[config.mk]
export PLATFORM = sky130hd
export DESIGN_NAME = cla16_adder
export DESIGN_NICKNAME = d
export VERILOG_FILES = /design/src/rtl/cla_pkg.sv /design/src/rtl/cla_bit_gp.sv /design/src/rtl/cla_lookahead.sv /design/src/rtl/cla_group.sv /design/src/rtl/cla16_adder.sv
export SDC_FILE = /design/constraint.sdc
export NUM_CORES = 1
export LEC_CHECK = 0
export BUFFER_PORTS_ARGS = -buffer_cell sky130_fd_sc_hd__buf_2
export CORE_ASPECT_RATIO = 0.75
export CORE_UTILIZATION = 35
export DETAILED_ROUTE_END_ITERATION = 10
export PLACE_DENSITY = 0.74
export SLEW_MARGIN = 5
export SYNTH_ARGS = -nofsm -noshare
export SYNTH_HDL_FRONTEND = slang
export SYNTH_SLANG_ARGS = --single-unit
export TNS_END_PERCENT = 100
[constraint.sdc]
create_clock -name vclk -period 2.6
set_clock_uncertainty 0.2 [all_clocks]
set_input_delay 0.52 -clock vclk [all_inputs]
set_output_delay 0.52 -clock vclk [all_outputs]
set_load 0.03 [all_outputs]
[src/rtl/cla_pkg.sv]
package cla_pkg;

    localparam int CLA_DATA_W  = 16;
    localparam int CLA_GROUP_W = 4;
    localparam int CLA_MAX_W   = 32;

    typedef logic [CLA_MAX_W-1:0] cla_vec_t;

    // generate / propagate pair handed from one look-ahead level to the next
    typedef struct packed {
        logic g;
        logic p;
    } gp_t;

    // Flat sum of products for the carry leaving position n-1 of a span.
    // The result is: OR over j of (g[j] AND every p above j), OR
    // (cin AND every p in the span). No carry feeds into a later term.
    function automatic logic span_carry(cla_vec_t g, cla_vec_t p, logic cin, int n);
        logic acc;
        logic prod;
        acc = 1'b0;
        for (int j = 0; j < CLA_MAX_W; j++) begin
            if (j < n) begin
                prod = g[j];
                for (int k = 0; k < CLA_MAX_W; k++) begin
                    if (k > j && k < n) prod = prod & p[k];
                end
                acc = acc | prod;
            end
        end
        prod = cin;
        for (int k = 0; k < CLA_MAX_W; k++) begin
            if (k < n) prod = prod & p[k];
        end
        return acc | prod;
    endfunction

    // AND of the propagate terms of the first n positions
    function automatic logic span_prop(cla_vec_t p, int n);
        logic prod;
        prod = 1'b1;
        for (int k = 0; k < CLA_MAX_W; k++) begin
            if (k < n) prod = prod & p[k];
        end
        return prod;
    endfunction

endpackage

[src/rtl/cla_bit_gp.sv]
module cla_bit_gp #(
    parameter int W = 4
) (
    input  logic [W-1:0] a_i,
    input  logic [W-1:0] b_i,
    output logic [W-1:0] gen_o,
    output logic [W-1:0] prop_o
);
    for (genvar i = 0; i < W; i++) begin : g_bit
        assign gen_o[i]  = a_i[i] & b_i[i];
        assign prop_o[i] = a_i[i] ^ b_i[i];
    end
endmodule

[src/rtl/cla_lookahead.sv]
module cla_lookahead
    import cla_pkg::*;
#(
    parameter int N = 4
) (
    input  logic [N-1:0] gen_i,
    input  logic [N-1:0] prop_i,
    input  logic         c_i,
    output logic [N-1:0] carry_in_o,
    output gp_t          blk_o
);
    cla_vec_t g_ext;
    cla_vec_t p_ext;

    always_comb begin
        g_ext        = '0;
        p_ext        = '0;
        g_ext[N-1:0] = gen_i;
        p_ext[N-1:0] = prop_i;
    end

    assign carry_in_o[0] = c_i;

    // carry into position i is the carry leaving the span 0..i-1
    for (genvar i = 1; i < N; i++) begin : g_carry
        assign carry_in_o[i] = span_carry(g_ext, p_ext, c_i, i);
    end

    assign blk_o.g = span_carry(g_ext, p_ext, 1'b0, N);
    assign blk_o.p = span_prop(p_ext, N);
endmodule

[src/rtl/cla_group.sv]
module cla_group
    import cla_pkg::*;
#(
    parameter int W = 4
) (
    input  logic [W-1:0] a_i,
    input  logic [W-1:0] b_i,
    input  logic         c_i,
    output logic [W-1:0] sum_o,
    output gp_t          gp_o
);
    logic [W-1:0] bit_g;
    logic [W-1:0] bit_p;
    logic [W-1:0] bit_cin;

    cla_bit_gp #(.W(W)) u_gp (
        .a_i   (a_i),
        .b_i   (b_i),
        .gen_o (bit_g),
        .prop_o(bit_p)
    );

    cla_lookahead #(.N(W)) u_la (
        .gen_i     (bit_g),
        .prop_i    (bit_p),
        .c_i       (c_i),
        .carry_in_o(bit_cin),
        .blk_o     (gp_o)
    );

    assign sum_o = bit_p ^ bit_cin;
endmodule

[src/rtl/cla16_adder.sv]
module cla16_adder
    import cla_pkg::*;
#(
    parameter int DATA_W  = CLA_DATA_W,
    parameter int GROUP_W = CLA_GROUP_W
) (
    input  logic [DATA_W-1:0] a_i,
    input  logic [DATA_W-1:0] b_i,
    input  logic              c_i,
    output logic [DATA_W-1:0] sum_o,
    output logic              c_o,
    output logic              blk_gen_o,
    output logic              blk_prop_o
);
    localparam int NGRP = DATA_W / GROUP_W;

    gp_t             grp_gp [NGRP];
    logic [NGRP-1:0] grp_g;
    logic [NGRP-1:0] grp_p;
    logic [NGRP-1:0] grp_cin;
    gp_t             blk;

    // first level: one look-ahead group per GROUP_W-bit slice
    for (genvar k = 0; k < NGRP; k++) begin : g_grp
        cla_group #(.W(GROUP_W)) u_grp (
            .a_i  (a_i[k*GROUP_W +: GROUP_W]),
            .b_i  (b_i[k*GROUP_W +: GROUP_W]),
            .c_i  (grp_cin[k]),
            .sum_o(sum_o[k*GROUP_W +: GROUP_W]),
            .gp_o (grp_gp[k])
        );
        assign grp_g[k] = grp_gp[k].g;
        assign grp_p[k] = grp_gp[k].p;
    end

    // second level: carries into every group in parallel
    cla_lookahead #(.N(NGRP)) u_lvl2 (
        .gen_i     (grp_g),
        .prop_i    (grp_p),
        .c_i       (c_i),
        .carry_in_o(grp_cin),
        .blk_o     (blk)
    );

    assign blk_gen_o  = blk.g;
    assign blk_prop_o = blk.p;
    assign c_o        = blk.g | (blk.p & c_i);
endmodule

==> summary.md, run 1 <==
## Synth
* **Synth area leader** sky130_fd_sc_hd__ha_1
* **most instantiated library cell after synthesis** sky130_fd_sc_hd__ha_1
* **leading cell types by count after synthesis** sky130_fd_sc_hd__ha_1, sky130_fd_sc_hd__a21oi_1, sky130_fd_sc_hd__nor2_1
* **cell count after synthesis** 89
* **average cell area after synthesis** 7.91 um2
* **Synthesized Nets** 146
* **main area contributors after synthesis** sky130_fd_sc_hd__ha_1, sky130_fd_sc_hd__fa_1, sky130_fd_sc_hd__a21oi_1
* **top-area cell type share of the netlist area** 35.5%
* **number of distinct library cell variants in the gate-level netlist after synthesis** 21
* **total of warnings raised by yosys** 0
* **area of the mapped netlist** 704 um2
* **share of the yosys chip area belonging to registers** 0%

## Place
* **placed inst area** 1490 um2
* **setup slack after placement** -571 ps
* **final weighted congestion in routability-driven placement** 0.740
* **half-perimeter wire length after detailed placement** 2.19 mm
* **number of buffers inserted by port buffering** 52

## Floorplanning
* **Die W** 53.8 um
* **row cnt** 13
* **num ports** 52
* **initial core utilization** 39.0%
* **DIE HEIGHT** 40.9 um

## Outcome
* **Halt Reason** [ERROR DPL-0038] Utilization greater than 100%, impossible to legalize
* **status** aborted with a tool error
* **halt point of the flow** 5_1_grt

## Timing
* **worst-slack endpoint at the end of global-route timing repair** sum_o[11]
* **type of the worst endpoint after the last repair** primary output

## Global routing
* **maximum number of pins on one net before global-route repair** 5

## cell families after synthesis
group                    after synthesis  synth area share, %
AND/OR/NAND/NOR                       25                 16.5
AO/OA/AOI/OAI                         24                 21.7
adder cells (fa/ha/maj)               24                 46.9
XOR/XNOR                               9                 11.2
buffers and inverters                  7                 3.73
## stage by stage
| step | cells | util [%] | hold slack, ps |
|---|---|---|---|
| after CTS | 199 | 94.7 | 1270 |
| after detailed placement | 194 | 82.3 | 1320 |
| after floorplan | 89 | - | 1090 |
| after global placement | 194 | 82.3 | 1310 |
## repair_timing
item | 4_1_cts
buffers inserted | 6
setup endpoints to repair | 15
resized for setup | 47
pin swaps | 28
hold endpoints to repair | 0
hold buffers | 0
==> run 2: changes to the inputs <==
--- a/config.mk
+++ b/config.mk
@@ -6,10 +6,10 @@
 export NUM_CORES = 1
 export LEC_CHECK = 0
 export BUFFER_PORTS_ARGS = -buffer_cell sky130_fd_sc_hd__buf_2
-export CORE_ASPECT_RATIO = 0.75
-export CORE_UTILIZATION = 35
+export CORE_AREA = 2 2 63 65
 export DETAILED_ROUTE_END_ITERATION = 10
-export PLACE_DENSITY = 0.74
+export DIE_AREA = 0 0 65 67
+export PLACE_DENSITY_LB_ADDON = 0.15
 export SLEW_MARGIN = 5
 export SYNTH_ARGS = -nofsm -noshare
 export SYNTH_HDL_FRONTEND = slang
==> constraint.sdc (replaced) <==
create_clock -name vclk -period 3.4
set_clock_uncertainty 0.2 [all_clocks]
set_input_delay 0.68 -clock vclk [all_inputs]
set_output_delay 0.68 -clock vclk [all_outputs]
set_load 0.03 [all_outputs]
==> run 2 against run 1 <==
The run now ends clean; synthesized area unchanged; synthesized cell count unchanged.
==> summary.md, run 2 <==
## Power and ir drop
* **fraction of power spent switching nets** 54.5%
* **cell-internal power** 0.171 mW
* **Peak supply drop** 124 uV
* **clock network fraction of total power** 0%
* **Switching Power** 0.205 mW
* **Combinational Power Share** 100.0%
* **Seq pwr share** 0%
* **power per cell area** 239 nW/um2
* **standby leakage power** 0.763 nW

## Place
* **number of buffers inserted by port buffering** 52, unchanged
* **final weighted congestion in routability-driven placement** 0.787, +6.4%
* **number of cells in the design after placement** 211, +8.8%
* **half-perimeter wire length after detailed placement** 1.84 mm, -16%
* **placed inst area** 1210 um2, -18%

## Synth
* **Synth area leader** sky130_fd_sc_hd__ha_1
* **share of the yosys chip area belonging to registers** 0%, unchanged
* **fraction of the mapped netlist area in simple logic gates** 16.5%, unchanged
* **cell count after synthesis** 89, unchanged
* **average cell area after synthesis** 7.91 um2, unchanged
* **share of synthesized area spent on multiplexers** 0%, unchanged
* **leading cell types by count after synthesis** sky130_fd_sc_hd__ha_1, sky130_fd_sc_hd__a21oi_1, sky130_fd_sc_hd__nor2_1
* **most instantiated library cell after synthesis** sky130_fd_sc_hd__ha_1
* **top-area cell type share of the netlist area** 35.5%, unchanged
* **Synth Area in XOR/XNOR** 11.2%, unchanged
* **main area contributors after synthesis** sky130_fd_sc_hd__ha_1, sky130_fd_sc_hd__fa_1, sky130_fd_sc_hd__a21oi_1
* **Synthesized Nets** 146, unchanged
* **largest family of logic cells by synthesized area** adder cells
* **number of distinct library cell variants in the gate-level netlist after synthesis** 21, unchanged
* **area of the mapped netlist** 704 um2, unchanged
* **post-synthesis compound-gate area fraction** 21.7%, unchanged
* **adder and majority gate portion of the synthesized area** 46.9%, unchanged
* **total of warnings raised by yosys** 0, unchanged

## Worst setup path
* **startpoint of the most critical setup path** b_i[9]
* **Crit path top cell by count** sky130_fd_sc_hd__buf_6
* **data arrival time at the worst-slack endpoint** 2470 ps
* **Worst Setup Path Type** in2out
* **Worst setup endpoint** sum_o[12]
* **largest driver fanout on the critical path** 2
* **delay contributed by the slowest stage of the critical path** 520 ps
* **worst path required time** 2520 ps
* **Startpoint Class** primary input
* **crit path capture type** output pin
* **cell at the slowest stage of the critical path** sky130_fd_sc_hd__fa_2
* **ordered cell list for the critical path** buf_6, ha_4, a21o_1, a21o_1, a22oi_2, nand3_4, buf_6, fa_2, buf_6

## Floorplanning
* **Die W** 65 um, +21%
* **DIE HEIGHT** 67 um, +64%
* **num ports** 52, unchanged
* **row cnt** 22, +9
* **overall die area** 4360 um2
* **initial core utilization** 19.5%, -19 points
* **Placeable Area** 3610 um2

## Final layout
* **filler cell count in the final layout** 376
* **layout net count** 232
* **most common cell after layout, fill and taps aside** sky130_fd_sc_hd__buf_2
* **number of sequential storage elements** 0
* **share of post-route cells with drive strength above 1** 68.8%
* **post-route cell area** 1570 um2
* **multi-input logic area** 907 um2
* **clkbuf count** 0
* **area of all sequential standard cells** 0 um2
* **leading cell types in the layout, fill and taps excluded** sky130_fd_sc_hd__buf_2, sky130_fd_sc_hd__buf_4, sky130_fd_sc_hd__buf_6, sky130_fd_sc_hd__ha_4
* **number of standard cells in the final layout excluding fillers** 221
* **layout overhead on the synthesized area** 123%
* **antenna diode count** 0

## Timing
* **setup repair after global routing missed its margin** yes
* **slew margin rel.** 84.5%
* **max frequency** 299 MHz
* **Slew Limit Fails** 0
* **final hold violation count** 0
* **slew of the pin with the lowest slew margin** 232 ps
* **post-layout minimum cycle time** 3350 ps
* **final-report setup violation count** 0
* **part of the cycle the worst path needs** 98.4%

## Route
* **drt initial violations** 17
* **DR pass1 iterations** 4
* **vias after detailed routing** 934
* **DRC** 0
* **detailed-route vias per instance** 4.23
* **Post-DRT Antenna Nets** 0
* **wire length per cell after detailed routing** 10.2 um
* **total detailed-routing wirelength** 2.25 mm

## Global routing
* **Overall Global Routing Usage** 9.30%
* **vias in the first global route** 869
* **maximum number of pins on one net before global-route repair** 5
* **grt ovf** 0
* **number of antenna violations at the first check in global routing** 0
* **global-route wire length before repair** 3.38 mm

## Outcome
* **status** finished clean

## Flow run
* **max_cap viols** 0

## Hold path
* **type of the tightest min-delay check** in2out

## CTS
* **# hold bufs at CTS** 0, unchanged

==> run 2: cell counts after synthesis <==
No cell type changed its count.
==> run 2: through the flow <==
stage                     total power [mW]  util [%]  hold slack (ps)  TNS [ps]  worst slack (ps)
after floorplan                      0.203         -             1480         0              3.00
after global placement               0.308      33.6             1600     -1450              -287
after detailed placement             0.309      33.6             1600     -1340              -282
after CTS                            0.352      38.9             1600     -8.10             -8.10
after global routing                 0.406      43.5             1610      -102             -39.2
final                                0.375      43.5             1600         0              54.9
==> run 2: power groups by stage <==
stage                     sequential [mW]  clock (mW)  combinational, mW
after detailed placement                0           0              0.309
after global routing                    0           0              0.406
final                                   0           0              0.375
after CTS                               0           0              0.352
after floorplan                         0           0              0.203
after global placement                  0           0              0.308
==> run 2: how the worst min path moves through the flow <==
stage / to / depth (start not counted) / slack [ps] / from
after global placement: sum_o[8] / 3 / 1600 / b_i[8]
final: sum_o[8] / 3 / 1600 / b_i[8]
after CTS: sum_o[8] / 3 / 1600 / b_i[8]
after floorplan: sum_o[12] / 1 / 1480 / b_i[12]
after global routing: sum_o[8] / 3 / 1610 / b_i[8]
after detailed placement: sum_o[8] / 3 / 1600 / b_i[8]
==> run 2: worst max-delay path: cells and delay by family <==
family	cells	cell delay, ps
fa+ha+maj	2	750
compound gates	3	570
buf+inv	3	360
simple gates	1	120
==> run 2: per-layer routing <==
layer	wire, um	track usage [%]
met1	994	12.4
met2	1150	17.5
met3	106	0.338
met4	0	0
met5	0	0
==> run 2: layout make-up <==
cell class	count	area share (%)
repair buffers	84	36.7
inverters	7	1.67
multi-input cells	82	57.8
well taps	48	3.83
==> run 2: what timing repair did <==
| action | CTS | global route |
|---|---|---|
| gates resized for setup | 30 | 24 |
| endpoints found under the hold margin | 0 | 0 |
| setup endpoints to repair | 11 | 9 |
| cloned | 0 | 0 |
| buffers inserted | 6 | 5 |
| pin swaps | 11 | 22 |
==> run 2: cell families after synthesis <==
group	after synthesis
adder cells (fa/ha/maj)	24
AND/OR/NAND/NOR	25
buffers and inverters	7
XOR/XNOR	9
AO/OA/AOI/OAI	24
(Power assumes the default switching activity.)
